File: config.mk
export PLATFORM = sky130hd
export DESIGN_NAME = exc_return_unit
export DESIGN_NICKNAME = d
export VERILOG_FILES = /design/src/rtl/erx_pkg.sv /design/src/rtl/erx_decode.sv /design/src/rtl/erx_frame_ctr.sv /design/src/rtl/exc_return_unit.sv
export SDC_FILE = /design/constraint.sdc
export NUM_CORES = 1
export LEC_CHECK = 0
export BUFFER_PORTS_ARGS = -buffer_cell sky130_fd_sc_hd__buf_2
export CAP_MARGIN = 10
export CORE_MARGIN = 5
export CORE_UTILIZATION = 45
export DETAILED_ROUTE_END_ITERATION = 8
export MAX_ROUTING_LAYER = met4
export PLACE_DENSITY = 0.85
export SYNTH_ARGS = -nofsm -noshare
export SYNTH_HDL_FRONTEND = slang
export SYNTH_SLANG_ARGS = --single-unit
File: constraint.sdc
create_clock -name clk -period 2.69 [get_ports clk]
set_input_delay 0.1345 -clock clk [delete_from_list [all_inputs] [get_ports clk]]
set_output_delay 0.1345 -clock clk [all_outputs]
set_load 0.005 [all_outputs]
File: src/rtl/erx_pkg.sv
package erx_pkg;

    localparam int FRAME_WORDS = 8;

    typedef enum logic [3:0] {
        ST_IDLE,
        ST_CHECK,
        ST_FAULT_OLD,
        ST_POP_REQ,
        ST_POP_WAIT,
        ST_MODE,
        ST_FAULT_NEW,
        ST_DONE
    } erx_state_e;

    typedef enum logic [1:0] {
        TGT_HANDLER,
        TGT_THREAD_MAIN,
        TGT_THREAD_PROC,
        TGT_BAD
    } erx_target_e;

    localparam logic [1:0] NEST_STILL = 2'b00;
    localparam logic [1:0] NEST_BASE  = 2'b01;

endpackage

File: src/rtl/erx_decode.sv
module erx_decode
    import erx_pkg::*;
#(
    parameter int DW      = 32,
    parameter int EXC_W   = 9,
    parameter int NMI_NUM = 2
) (
    input  logic [DW-1:0]    code,
    input  logic [EXC_W-1:0] exc,
    input  logic [1:0]       nest,
    input  logic             nonbase_en,
    output erx_target_e      target,
    output logic             prefault,
    output logic             hibits_low,
    output logic             fm_clear
);

    logic not_active;
    logic to_thread;

    always_comb begin
        unique case (code[3:0])
            4'h1:    target = TGT_HANDLER;
            4'h9:    target = TGT_THREAD_MAIN;
            4'hD:    target = TGT_THREAD_PROC;
            default: target = TGT_BAD;
        endcase
        hibits_low = (code[27:5] != '1);
        fm_clear   = (exc != EXC_W'(NMI_NUM));
        not_active = !((nest == NEST_STILL) || (nest == NEST_BASE));
        to_thread  = (target == TGT_THREAD_MAIN) || (target == TGT_THREAD_PROC);
        prefault   = not_active
                   || (target == TGT_BAD)
                   || (to_thread && (nest != NEST_BASE) && !nonbase_en);
    end

endmodule

File: src/rtl/erx_frame_ctr.sv
module erx_frame_ctr #(
    parameter int DW    = 32,
    parameter int WORDS = 8,
    localparam int IW   = $clog2(WORDS),
    localparam int STEP = DW / 8
) (
    input  logic          clk,
    input  logic          rst_n,
    input  logic          load,
    input  logic [DW-1:0] load_sp,
    input  logic          step,
    output logic [DW-1:0] sp,
    output logic [IW-1:0] idx,
    output logic          last
);

    always_ff @(posedge clk or negedge rst_n) begin
        if (!rst_n) begin
            sp  <= '0;
            idx <= '0;
        end else if (load) begin
            sp  <= load_sp;
            idx <= '0;
        end else if (step) begin
            sp  <= sp + DW'(STEP);
            idx <= idx + 1'b1;
        end
    end

    assign last = (idx == IW'(WORDS - 1));

endmodule

File: src/rtl/exc_return_unit.sv
module exc_return_unit
    import erx_pkg::*;
#(
    parameter int DW      = 32,
    parameter int EXC_W   = 9,
    parameter int NMI_NUM = 2,
    localparam int IW     = $clog2(FRAME_WORDS)
) (
    input  logic             clk,
    input  logic             rst_n,
    input  logic             ret_req,
    input  logic [DW-1:0]    ret_target,
    input  logic             isa_flag,
    input  logic [EXC_W-1:0] cur_exc,
    input  logic [1:0]       nest_status,
    input  logic             nonbase_thread_en,
    input  logic [DW-1:0]    msp_in,
    input  logic [DW-1:0]    psp_in,
    output logic             mem_req,
    output logic [DW-1:0]    mem_addr,
    input  logic             mem_rvalid,
    input  logic [DW-1:0]    mem_rdata,
    output logic             reg_we,
    output logic [IW-1:0]    reg_idx,
    output logic [DW-1:0]    reg_wdata,
    output logic             sp_we,
    output logic             sp_proc_sel,
    output logic [DW-1:0]    sp_wdata,
    output logic             faultmask_clr,
    output logic             hibits_warn,
    output logic             ret_done,
    output logic             ret_fault,
    output logic             fault_new_frame,
    output logic             invpc_set,
    output logic             usage_pend,
    output logic [DW-1:0]    link_value
);

    localparam logic [DW-1:0] LINK_HI = {4'hF, {(DW-4){1'b0}}};
    localparam logic [DW-1:0] ALIGN_ADJ = DW'(4);

    erx_state_e        state, nxt;
    logic [DW-1:0]     code_q;
    logic [EXC_W-1:0]  exc_q;
    logic [1:0]        nest_q;
    logic              en_q;
    logic [EXC_W-1:0]  xpsr_exc_q;
    logic              xpsr_align_q;

    erx_target_e       target;
    logic              prefault, hibits_low, fm_clear;
    logic [DW-1:0]     sp_cur;
    logic [IW-1:0]     idx;
    logic              last;
    logic              ctr_load, ctr_step, mode_bad;

    erx_decode #(.DW(DW), .EXC_W(EXC_W), .NMI_NUM(NMI_NUM)) i_decode (
        .code       (code_q),
        .exc        (exc_q),
        .nest       (nest_q),
        .nonbase_en (en_q),
        .target     (target),
        .prefault   (prefault),
        .hibits_low (hibits_low),
        .fm_clear   (fm_clear)
    );

    assign ctr_load = (state == ST_CHECK) && !prefault;
    assign ctr_step = (state == ST_POP_WAIT) && mem_rvalid;

    erx_frame_ctr #(.DW(DW), .WORDS(FRAME_WORDS)) i_frame (
        .clk     (clk),
        .rst_n   (rst_n),
        .load    (ctr_load),
        .load_sp ((target == TGT_THREAD_PROC) ? psp_in : msp_in),
        .step    (ctr_step),
        .sp      (sp_cur),
        .idx     (idx),
        .last    (last)
    );

    assign mode_bad = ((target == TGT_HANDLER) == (xpsr_exc_q == '0));

    // state register
    always_ff @(posedge clk or negedge rst_n) begin
        if (!rst_n) state <= ST_IDLE;
        else        state <= nxt;
    end

    // captured request and popped status word
    always_ff @(posedge clk or negedge rst_n) begin
        if (!rst_n) begin
            code_q       <= '0;
            exc_q        <= '0;
            nest_q       <= '0;
            en_q         <= 1'b0;
            xpsr_exc_q   <= '0;
            xpsr_align_q <= 1'b0;
        end else begin
            if ((state == ST_IDLE) && ret_req) begin
                code_q <= ret_target | DW'(isa_flag);
                exc_q  <= cur_exc;
                nest_q <= nest_status;
                en_q   <= nonbase_thread_en;
            end
            if (ctr_step && last) begin
                xpsr_exc_q   <= mem_rdata[EXC_W-1:0];
                xpsr_align_q <= mem_rdata[9];
            end
        end
    end

    // next state
    always_comb begin
        nxt = state;
        unique case (state)
            ST_IDLE:      if (ret_req) nxt = ST_CHECK;
            ST_CHECK:     nxt = prefault ? ST_FAULT_OLD : ST_POP_REQ;
            ST_POP_REQ:   nxt = ST_POP_WAIT;
            ST_POP_WAIT:  if (mem_rvalid) nxt = last ? ST_MODE : ST_POP_REQ;
            ST_MODE:      nxt = mode_bad ? ST_FAULT_NEW : ST_DONE;
            ST_FAULT_OLD: nxt = ST_IDLE;
            ST_FAULT_NEW: nxt = ST_IDLE;
            ST_DONE:      nxt = ST_IDLE;
        endcase
    end

    // outputs
    always_comb begin
        mem_req         = 1'b0;
        reg_we          = 1'b0;
        sp_we           = 1'b0;
        faultmask_clr   = 1'b0;
        hibits_warn     = 1'b0;
        ret_done        = 1'b0;
        ret_fault       = 1'b0;
        fault_new_frame = 1'b0;
        invpc_set       = 1'b0;
        usage_pend      = 1'b0;
        mem_addr        = sp_cur;
        reg_idx         = idx;
        reg_wdata       = mem_rdata;
        sp_proc_sel     = (target == TGT_THREAD_PROC);
        sp_wdata        = sp_cur | (xpsr_align_q ? ALIGN_ADJ : '0);
        link_value      = code_q | LINK_HI;
        unique case (state)
            ST_IDLE: ;
            ST_CHECK: begin
                faultmask_clr = fm_clear;
                hibits_warn   = hibits_low;
            end
            ST_POP_REQ:  mem_req = 1'b1;
            ST_POP_WAIT: reg_we  = mem_rvalid;
            ST_MODE:     sp_we   = 1'b1;
            ST_FAULT_OLD: begin
                ret_fault  = 1'b1;
                invpc_set  = 1'b1;
                usage_pend = 1'b1;
            end
            ST_FAULT_NEW: begin
                ret_fault       = 1'b1;
                fault_new_frame = 1'b1;
                invpc_set       = 1'b1;
                usage_pend      = 1'b1;
            end
            ST_DONE: ret_done = 1'b1;
        endcase
    end


    single_outcome_chk: assert property (@(posedge clk) disable iff (!rst_n)
        !(ret_done && ret_fault));


    req_pulse_chk: assert property (@(posedge clk) disable iff (!rst_n)
        mem_req |=> !mem_req);


    restore_to_outcome_chk: assert property (@(posedge clk) disable iff (!rst_n)
        sp_we |=> (ret_done || (ret_fault && fault_new_frame)));


    done_after_restore_chk: assert property (@(posedge clk) disable iff (!rst_n)
        ret_done |-> $past(sp_we));

endmodule

Yosys cells after proc, flatten, opt, wreduce, memory -nomap -nowiden
Cells that the tools add are included.
W data, S select, Z words.
{ "classes": {"n_addsub": 2, "n_mul": 0, "div_mod_pow": 0, "order_cmp": 0, "eq_ne": 21, "shifts": 0, "mux": 21, "bitwise": 2, "reduce_logical": 21} }
{ "op_table": {"columns": ["cell", "n"], "rows": [
  ["$mux W32", 3],
  ["$add A32 B3 Y32 const B", 1],
  ["$or A32 B3 Y32", 1],
  ["$or A28 B1 Y28", 1],
  ["$pmux W4 S6", 1],
  ["$ne A23 B23 Y1 const B", 1],
  ["$eq A4 B3 Y1 const B", 4],
  ["$mux W3", 4],
  ["$mux W1", 10],
  ["$logic_not A9 Y1", 1],
  ["$ne A9 B2 Y1 const B", 1],
  ["$eq A4 B1 Y1 const B", 2],
  ["$eq A4 B2 Y1 const B", 2],
  ["$eq A4 B4 Y1 const B", 2],
  ["$mux W4", 2],
  ["$logic_and A1 B1 Y1", 6],
  ["$pmux W2 S3", 1],
  ["$eq A2 B1 Y1 const B", 2],
  ["$eq A2 B2 Y1 const B", 2],
  ["$logic_not A2 Y1", 2],
  ["$logic_not A4 Y1", 1],
  ["$logic_or A1 B1 Y1", 4],
  ["$ne A2 B2 Y1 const B", 2],
  ["$add A3 B1 Y3 const B", 1],
  ["other kinds (8)", 10]
]} }
{ "totals": {"ff_bits": 89, "latchBits": 0, "mem_bits_rw": 0, "romBits": 0, "input_bits": 145, "out_inout_bits": 142, "wordCells": 76, "n_memories": 0} }

Logic depth before layout (Yosys ltp)
Gate-level depths: netlist of the first run.
{ "depth": {"depth_word": 10, "depth_mapped": 9} }

Hierarchy
Synthesis of the first run repeated with hierarchy kept, for this count alone.
{ "unflattened": {"hier_cells": 526, "hier_area_um2": 5555.3} }
{ "modules_own_cells": {"columns": ["mod", "n_inst", "cells_each", "area_per_inst_um2"], "rows": [
  ["exc_return_unit", 1, 289, 3410.8],
  ["erx_frame_ctr", 1, 214, 2004.4],
  ["erx_decode", 1, 23, 140.1]
]} }

Least setup slack after synthesis of the first run
Ideal clock, no wire load.
{ "synth_path": {"path_type": "reg2reg", "startpoint": "reg code_q[1]", "endpoint": "reg i_frame.sp[4]", "arrival_time_ns": 1.937, "required_ns": 2.543, "slack_ns": 0.606, "stages_incl_launch_ff": 9, "path_buffers": 2, "cell_sequence": "dfrtp_1 and3b_1 nand2_1 inv_1 ha_1 clkbuf_1 clkbuf_1 mux2i_1 a21oi_1"} }
{ "synth_between": {"elab_chain_cells": 10, "word_cells_on_any_way": 17} }
{ "synth_rtl": {"columns": ["item", "line", "rtl"], "rows": [
  ["start, declared", "exc_return_unit.sv:43", "logic [DW-1:0] code_q;"],
  ["start signal, assigned", "exc_return_unit.sv:101", "code_q <= ret_target | DW'(isa_flag);"],
  ["$eq A4 B4 Y1 / $eq A4 B1 Y1 (equally long branches)", "erx_decode.sv:22", "unique case (code[3:0])"],
  ["$pmux W2 S3 *", "erx_decode.sv:22", null],
  ["$eq A2 B2 Y1 *", null, null],
  ["net sp_proc_sel", "exc_return_unit.sv:27", "output logic sp_proc_sel,"],
  ["$logic_or A1 B1 Y1", "erx_decode.sv:31", "to_thread = (target == TGT_THREAD_MAIN) || (target == TGT_THREAD_PROC);"],
  ["$logic_and A1 B1 Y1 (2 in series)", "erx_decode.sv:34", "|| (to_thread && (nest != NEST_BASE) && !nonbase_en);"],
  ["$logic_or A1 B1 Y1", "erx_decode.sv:34", null],
  ["$logic_not A1 Y1", "exc_return_unit.sv:68", "assign ctr_load = (state == ST_CHECK) && !prefault;"],
  ["$logic_and A1 B1 Y1", "exc_return_unit.sv:68", null],
  ["$mux W32 / $reduce_bool A2 Y1 (equally long branches)", null, null],
  ["end signal, assigned", "erx_frame_ctr.sv:22", "sp <= load_sp;"],
  ["end signal, assigned", "erx_frame_ctr.sv:25", "sp <= sp + DW'(STEP);"],
  ["end, declared", "erx_frame_ctr.sv:12", "output logic [DW-1:0] sp,"]
]} }
Mark *: on every way through the listed nets, which the timed path passes. The rest lies on a longest branch.
A chain may end at the register's enable or synchronous reset.

Worst setup path in the final report of the first run
{ "layout_path": {"startpoint": "reg code_q[1]", "endpoint": "reg i_frame.sp[20]"} }
{ "layout_between": {"elab_chain_cells": 10, "word_cells_on_any_way": 17} }
{ "layout_rtl": {"columns": ["item", "line"], "rows": [
  ["$eq A4 B4 Y1 / $eq A4 B1 Y1 (equally long branches)", "erx_decode.sv:22"],
  ["$pmux W2 S3 *", "erx_decode.sv:22"],
  ["$eq A2 B1 Y1 / $eq A2 B2 Y1 (equally long branches)", "erx_decode.sv:31, exc_return_unit.sv:75"],
  ["$logic_or A1 B1 Y1", "erx_decode.sv:31"],
  ["$logic_and A1 B1 Y1 (2 in series)", "erx_decode.sv:34"],
  ["$logic_or A1 B1 Y1", "erx_decode.sv:34"],
  ["$logic_not A1 Y1", "exc_return_unit.sv:68"],
  ["$logic_and A1 B1 Y1", "exc_return_unit.sv:68"],
  ["$mux W32 / $reduce_bool A2 Y1 (equally long branches)", null]
]} }
Mark *: on every way between the ends. The rest lies on a longest branch, timed or not.

==> flow_summary.ini, run 1 <==
[clock_network]
cts_sinks = 88
post_cts_resized = 0
clockBufferDepth = 2
cts_hold_buf = 0
cts_root_buf = clkbuf_16
numCtsBuffers = 9
clk_latency_ps = 340
tritoncts = yes
h-tree-depth = 3
cts_setup_buffers = 0
clk_pin_slew_ps = 60

[route]
via_per_inst = 5.20
num_vias = 4070
routedWlPerCell_um = 18.0
wirelength_um = 14100
ant_nets = 0
drtPass1Iterations = 4
drt-initial-drc-count = 231
drc_errors = 0

[worst_setup_path]
crit_type = reg -> reg
r2r_start = code_q[1]
path_max_fanout = 51
cp-start-kind = flip-flop
reg2reg_slack_ps = 330
cp-end-kind = flip-flop
reg2reg_to = i_frame.sp[20]
cp.required_ps = 2900
cp.arrival_ps = 2570
r2r_cells = 8
cp-startpoint = code_q[1]

[sta]
drv_slew = 0
rsz0062_at_grt = false
maxSlewHeadroom = 0.257
fin_crit_ps = 2360
whs_ps = -4.83
fin_tns_setup_ps = 0
fin_crit_sh = 0.876
max_freq_mhz = 424
worstMarginPinSlew_ps = 1110
clock_skew_ps = 3.57
hold_viol_final = 3
setup_violations = 0

[status]
failed_checks = hold timing
outcome = complete, but fails checks

[grt]
grt_max_degree = 89
gr-usage-all-layers = 0.215
overflow = 0
grt_first_pass_wirelength_um = 21900
antenna_found_initial = 0
grt_pass1_vias = 4443

[die]
core_region_area_sq_um = 11000
die_height_um = 116
dieArea_sq_um = 13600
die_x_um = 116
io_pins = 287
initial_core_util = 0.464
rows = 38

[synth]
yosysMostFrequentCell = dfrtp_1
synth_edf_count = 0
synth_top_area_share = 0.432
ys_top_cells_by_count = dfrtp_1 (88), buf_4 (69), mux2_2 (49), a21oi_1 (32), nor2b_1 (27)
synth-seq-cells = 88
yosysWarnings = 0
synth_area_leaders = dfrtp_1 (43%), mux2_2 (11%), buf_4 (10%)
synthArstFlopShare = 1.00
syn_inst = 474
ys.flop_type = dfrtp_1
ys_types = 42
yosysSeqAreaShare = 0.432
avgSynthCellArea_sq_um = 10.8
netlist.top_cell.by_area = dfrtp_1
syn-cell-area_sq_um = 5100

[placed_design]
gp_congestion = 0.814
portBuffers = 234
dp_hpwl_um = 10800
place_inst = 767
dpl_cell_area_sq_um = 5920

[power]
irDropWorstVdd_v = 0.000744
p_leak_nw = 2.91
powerDensity_nw_per_um2 = 1060

[finish]
antenna_cells = 0
synthToLayoutAreaGrowth_pct = 22.0
nets = 788
stdcell_count = 782
finish.utilization = 0.566
design_area_sq_um = 6220
drive_gt1_frac = 0.525

[min_path]
min_path_type = in -> async

[run]
maxCapViolCount = 0
==> placed cells by master (no fill, tap or decap), drive strengths merged, types with 11 or more instances in the layout <==
master  netlist  final
nor2b        27     27
buf          83    243
a211oi       26     26
mux2         49     49
a21oi        32     32
clkbuf       10     11
nor2         14     14
dfrtp        88     88
nand4        15     15
nand3        13     13
nand2        25     25
xor2         22     22
==> logic make-up after synthesis <==
logic type | count (synthesis) | share of synthesized area
buffers and inverters | 97 | 0.129
DFF | 88 | 0.432
adders and majority gates | 5 | 0.0123
AOI/OAI and AO/OA | 70 | 0.110
muxes | 56 | 0.122
other | 1 | 0.000736
xor gates and xnor gates | 31 | 0.0533
and+or+nand+nor | 126 | 0.141
==> critical path, stage by stage, from the launching register on <==
cell and delay [ps]:
dfrtp_1 400, and3b_1 260, nand2b_1 90, ha_1 290, nor3b_1 160, a2111o_2 440, buf_12 220, a211oi_1 260
a21oi_1 70
==> report_power, final <==
| group | internal (mW) | switching (mW) |
|---|---|---|
| sequential | 1.92 | 0.635 |
| combinational | 1.43 | 1.33 |
| clock | 0.743 | 0.520 |
| total | 4.10 | 2.49 |
==> area by class of cell <==
class / instances / area [sq um]
well taps: 140 / 175
flip-flops and latches: 88 / 2200
repair buffers: 243 / 1270
clock inverters: 4 / 55.1
clock buffers: 11 / 243
fillers: 936 / 4760
inverters: 4 / 15.0
multi-input cells: 292 / 2260
==> how the worst max path moves through the flow <==
| stage | to | slack, ps | depth (start not counted) |
|---|---|---|---|
| 6_report | i_frame.sp[20] | 330 | 8 |
| 2_1_floorplan | i_frame.sp[4] | 610 | 8 |
| 3_5_place_dp | i_frame.sp[20] | 360 | 8 |
| 5_1_grt | i_frame.sp[20] | 190 | 8 |
| 3_3_place_gp | i_frame.sp[20] | 410 | 8 |
| 4_1_cts | i_frame.sp[20] | 330 | 8 |
==> through the flow <==
stage               power, mW  setup slack, ps
global placement         5.23              412
global route             7.06              195
CTS                      6.66              335
detailed placement       5.37              362
floorplan                4.35              606
finish                   6.58              334
==> metal layers <==
| layer | GRT usage | share of wire | up-vias |
|---|---|---|---|
| li1 | - | - | 1921 |
| met1 | 0.233 | 0.38 | 1927 |
| met2 | 0.376 | 0.52 | 176 |
| met3 | 0.0440 | 0.075 | 46 |
| met4 | 0.103 | 0.032 | 0 |
| met5 | - | 0 | - |
==> state kept, by name, indices dropped and copies added (netlist names) <==
register,cells
code_q,28
exc_q,9
i_frame.idx,3
en_q,1
i_frame.sp,32
xpsr_align_q,1
nest_q,2
xpsr_exc_q,9
state,3
(Power assumes the default switching activity.)
==> run 2: changes to the inputs <==
--- a/config.mk
+++ b/config.mk
@@ -8,10 +8,10 @@
 export BUFFER_PORTS_ARGS = -buffer_cell sky130_fd_sc_hd__buf_2
 export CAP_MARGIN = 10
 export CORE_MARGIN = 5
-export CORE_UTILIZATION = 45
+export CORE_UTILIZATION = 41
 export DETAILED_ROUTE_END_ITERATION = 8
 export MAX_ROUTING_LAYER = met4
-export PLACE_DENSITY = 0.85
+export PLACE_DENSITY = 0.82
 export SYNTH_ARGS = -nofsm -noshare
 export SYNTH_HDL_FRONTEND = slang
 export SYNTH_SLANG_ARGS = --single-unit
==> constraint.sdc (replaced) <==
create_clock -name clk -period 2.1 [get_ports clk]
set_input_delay 0.105 -clock clk [delete_from_list [all_inputs] [get_ports clk]]
set_output_delay 0.105 -clock clk [all_outputs]
set_load 0.005 [all_outputs]
==> flow_summary.ini, run 2 (synthesis results as in run 1) <==
[worst_setup_path]
crit_path_top_delay_cell = a2111o_2
cp-end-kind = flip-flop
path_cells = and3b_2 > nand2b_1 > ha_1 > nor3b_1 > a2111o_2 > buf_4 > clkbuf_16 > nand2_1 > o21ai_0
cp.required_ps = 2320
cp_num_buf_inv = 2
cp-start-kind = flip-flop
critPathMaxStageDelay_ps = 450
cp.arrival_ps = 2440
crit_type = reg -> reg
critical-path-top-delay-family = simple AND/OR/NAND/NOR gates
path_max_fanout = 19

[placed_design]
dpl_cell_area_sq_um = 6150
dp_hpwl_um = 11000
place_inst = 814
gp_congestion = 0.810
pre_cts_ws_ps = -133
portBuffers = 234

[grt]
busiest_layer = met2
use_met3 = 0.0536
use_met2 = 0.379
antenna_found_initial = 3
grt_max_degree = 51
grt_pass1_vias = 4811
overflow = 0
gr-usage-met1 = 0.237
grt_first_pass_wirelength_um = 24400
gr-usage-all-layers = 0.219

[sta]
clock_skew_ps = 8.40
fin_crit_ps = 2220
maxSlewHeadroom = 0.647
rsz0062_at_grt = true
whs_ps = 3.74
max_freq_mhz = 450
fin_crit_sh = 1.06
setup_violations = 29
fin_tns_setup_ps = -1970
fin_ws_ps = -120
hold_viol_final = 0
drv_slew = 0
worstMarginPinSlew_ps = 529

[clock_network]
clk_pin_slew_ps = 70
numCtsBuffers = 9
cts_root_buf = clkbuf_16
h-tree-depth = 3
clk_latency_ps = 340
clockBufferDepth = 2
tritoncts = yes
cts_sinks = 88

[power]
p_leak_nw = 3.21
power.total_mw = 8.97
powerDensity_nw_per_um2 = 1290
irDropWorstVdd_v = 0.000768

[die]
rows = 40
initial_core_util = 0.421
die_height_um = 122
die_x_um = 122
core_region_area_sq_um = 12100
dieArea_sq_um = 14800
io_pins = 287

[route]
via_per_inst = 5.11
drc_errors = 0
drt-initial-drc-count = 206
drtPass1Iterations = 4
num_vias = 4470
ant_nets = 0
routedWlPerCell_um = 18.4
wirelength_um = 16100

[finish]
synthToLayoutAreaGrowth_pct = 35.9
mostFrequentLayoutCell = buf_2
finish.utilization = 0.572
stdcell_count = 874
regMostFlops = i_frame.sp
drive_gt1_frac = 0.524
design_area_sq_um = 6930
largest_register_ffs = 32
layout_common_cells = buf_2 (233), dfrtp_1 (88), mux2_2 (49)
nets = 847
fill_cells = 1009
top_regs = i_frame.sp x32, code_q x28

[status]
failed_checks = setup timing
outcome = complete, but fails checks

[min_path]
min_path_type = in -> reg

[run]
maxCapViolCount = 0
==> run 2: cell types whose count changed in the layout (fill, tap and decap cells not counted), sizes merged <==
cell | before | now
inv | 3 | 6
diode | 0 | 4
clkinv | 3 | 2
buf | 243 | 263
dlygate4sd3 | 0 | 38
==> run 2: power breakdown <==
part	internal [mW]	total [mW]	switching, mW
sequential	2.46	3.28	0.819
combinational	2.11	4.02	1.90
clock	0.943	1.67	0.725
==> run 2: routing by layer <==
layer	vias to the layer above	wire length, um
li1	2045	-
met1	2153	6160
met2	230	8230
met3	42	1240
met4	0	437
met5	-	0
==> run 2: area by class of cell <==
class | count | area [sq um] | area share
multi-input combinational | 292 | 2310 | 0.334
sequential | 88 | 2200 | 0.318
timing repair buffer | 302 | 1870 | 0.270
clock buffer | 10 | 229 | 0.0331
tap | 168 | 210 | 0.0303
clock inverter | 6 | 75.1 | 0.0108
inverter | 4 | 15.0 | 0.00217
antenna | 4 | 10.0 | 0.00145
==> run 2: worst paths after layout <==
path                                    start              to  slack (ps)  depth (start not counted)
min in group asynchronous               rst_n   xpsr_exc_q[8]         290                          2
max in group asynchronous               rst_n  i_frame.sp[21]        1130                          3
worst max-delay path                code_q[1]   i_frame.sp[5]        -120                          9
worst max register to register      code_q[1]   i_frame.sp[5]        -120                          9
worst min register to register       exc_q[5]        exc_q[5]         510                          1
worst min-delay path            ret_target[1]       code_q[1]           4                          2
==> run 2: what timing repair did <==
item,CTS,global route
hold buffers,38,0
pin swaps,6,0
gates resized for setup,3,10
endpoints found under the setup margin,26,32
hold endpoints to repair,75,0
buffers inserted,0,1
gates cloned,0,1
==> run 3: changes to the inputs <==
--- a/config.mk
+++ b/config.mk
@@ -7,11 +7,11 @@
 export LEC_CHECK = 0
 export BUFFER_PORTS_ARGS = -buffer_cell sky130_fd_sc_hd__buf_2
 export CAP_MARGIN = 10
-export CORE_MARGIN = 5
-export CORE_UTILIZATION = 41
+export CORE_UTILIZATION = 42
 export DETAILED_ROUTE_END_ITERATION = 8
 export MAX_ROUTING_LAYER = met4
 export PLACE_DENSITY = 0.82
 export SYNTH_ARGS = -nofsm -noshare
 export SYNTH_HDL_FRONTEND = slang
+export SYNTH_HIERARCHICAL = 1
 export SYNTH_SLANG_ARGS = --single-unit
==> flow_summary.ini, run 3 <==
[route]
wl_met1_um = 5580
met2WireLength_um = 7330
ant_nets = 0
drt-initial-drc-count = 193
top_layer_used = met4
num_vias = 4585
drtPass1Iterations = 4
via_per_inst = 5.08
wirelength_um = 14200
routedWlPerCell_um = 15.7
drc_errors = 0
met3WireLength_um = 942

[sta]
fin_tns_setup_ps = -9090
setup_violations = 36
worstMarginPinSlew_ps = 557
hold_viol_final = 0
fin_crit_ps = 2460
fin_ws_ps = -363
whs_ps = 10.7
maxSlewHeadroom = 0.629
rsz0062_at_grt = true
clock_skew_ps = 7.84
max_freq_mhz = 406
fin_crit_sh = 1.17
drv_slew = 0

[worst_setup_path]
path_cells = or4b_4 > ha_4 > o41ai_4 > nand2_2 > nor2b_4 > buf_12 > buf_12 > mux2_2 > nor2_2 > a31oi_1
crit_top_cell = buf_12
critPathMaxStageDelay_ps = 560
cp.arrival_ps = 2660
crit_type = reg -> reg
crit_path_top_delay_cell = or4b_4
cp.required_ps = 2300
cp-end-kind = flip-flop
cp-startpoint = code_q[1]
cp-start-kind = flip-flop
path_max_fanout = 9
r2r_start = code_q[1]

[finish]
nets = 874
multiInputGateArea_sq_um = 2510
top_regs = i_frame/sp x32, code_q x28
fill_cells = 1017
largest_register_ffs = 32
mostFrequentLayoutCell = buf_2
layout_common_cells = buf_2 (232), dfrtp_1 (88), mux2_2 (59)
synthToLayoutAreaGrowth_pct = 35.6
antenna_cells = 0
drive_gt1_frac = 0.563
regMostFlops = i_frame/sp
seq_area_sq_um = 2200

[die]
die_x_um = 115
io_pins = 287
rows = 41
dieArea_sq_um = 13300
core_region_area_sq_um = 12600
die_height_um = 115
initial_core_util = 0.430

[placed_design]
portBuffers = 234
dp_hpwl_um = 9400
gp_congestion = 0.789

[clock_network]
tritoncts = yes
h-tree-depth = 3
clk_pin_slew_ps = 70
cts_sinks = 88
cts_root_buf = clkbuf_16
clk_latency_ps = 340
clockBufferDepth = 2
numCtsBuffers = 9

[grt]
grt_max_degree = 48
gr-usage-all-layers = 0.211
antenna_found_initial = 0
overflow = 0
grt_first_pass_wirelength_um = 21000
grt_pass1_vias = 4284

[power]
irDropWorstVdd_v = 0.000608
p_leak_nw = 3.47
powerDensity_nw_per_um2 = 1390

[synth]
syn_inst = 518
syn-cell-area_sq_um = 5410
avgSynthCellArea_sq_um = 10.4
yosysWarnings = 6

[status]
failed_checks = setup timing
outcome = complete, but fails checks

[min_path]
min_path_type = in -> reg
min-delay-start = mem_rdata[5]

[run]
maxCapViolCount = 0
[run 3: cell count changes in the layout (fill, tap and decap cells not counted), sizes merged, moves of 14 or more]
cell / delta
a21oi: -27
nor2: +22
o31ai: +14
mux2: +34
or4: +14
a31oi: +14
nor2b: -25
a211oi: -26
[run 3: timing repair]
action,in CTS,in global routing
hold buffers,38,0
resized for setup,33,37
buffers inserted,11,3
hold endpoints to repair,78,0
setup endpoints to repair,36,36
cloned,2,1
pin swaps,8,4
[run 3: per-layer routing]
metal	GRT usage	vias up
li1	-	2160
met1	0.233	2185
met3	0.0544	37
met5	-	-
met2	0.363	203
met4	0.0831	0
[run 3: worst max-delay path: cells and delay by family, from the launching register on]
family / cells / cell delay [ps]
compound gates: 2 / 120
flops: 1 / 390
fa+ha+maj: 1 / 180
buf+inv: 2 / 290
mux: 1 / 340
simple gates: 4 / 990
[run 3: layout make-up]
type	count	area share
multi-input combinational	306	0.343
sequential	88	0.300
timing repair buffer	314	0.281
clock buffer	9	0.0307
tap	172	0.0293
clock inverter	7	0.0130
inverter	6	0.00341
[run 3: metrics by stage]
| stage | instance area, sq um | setup slack (ps) | cells | util | total power, mW |
|---|---|---|---|---|---|
| detailed placement | 6210 | -335 | 831 | 0.494 | 7.33 |
| global placement | 6210 | -317 | 831 | 0.494 | 7.20 |
| finish | 7330 | -363 | 902 | 0.584 | 10.2 |
| global route | 7330 | -428 | 902 | 0.584 | 10.9 |
| CTS | 7180 | -268 | 898 | 0.571 | 9.82 |
| floorplan | 5480 | -186 | 521 | - | 6.37 |
[run 3: final timing paths]
kind                       depth (start not counted)  slack [ps]        endpoint
hold reg to reg                                    1         490        exc_q[6]
setup reg to reg                                  10        -360  i_frame/sp[23]
setup / recovery                                  10        -360  i_frame/sp[23]
min in group asynchronous                          2         300      code_q[22]
max in group asynchronous                          3        1160  i_frame/sp[13]
hold / removal                                     2          10   xpsr_exc_q[5]
[run 3: power breakdown]
part	leakage [nW]	internal, mW	switching (mW)
Sequential	1.07	2.45	0.776
Combinational	2.25	3.08	2.20
Clock	0.156	1.04	0.670
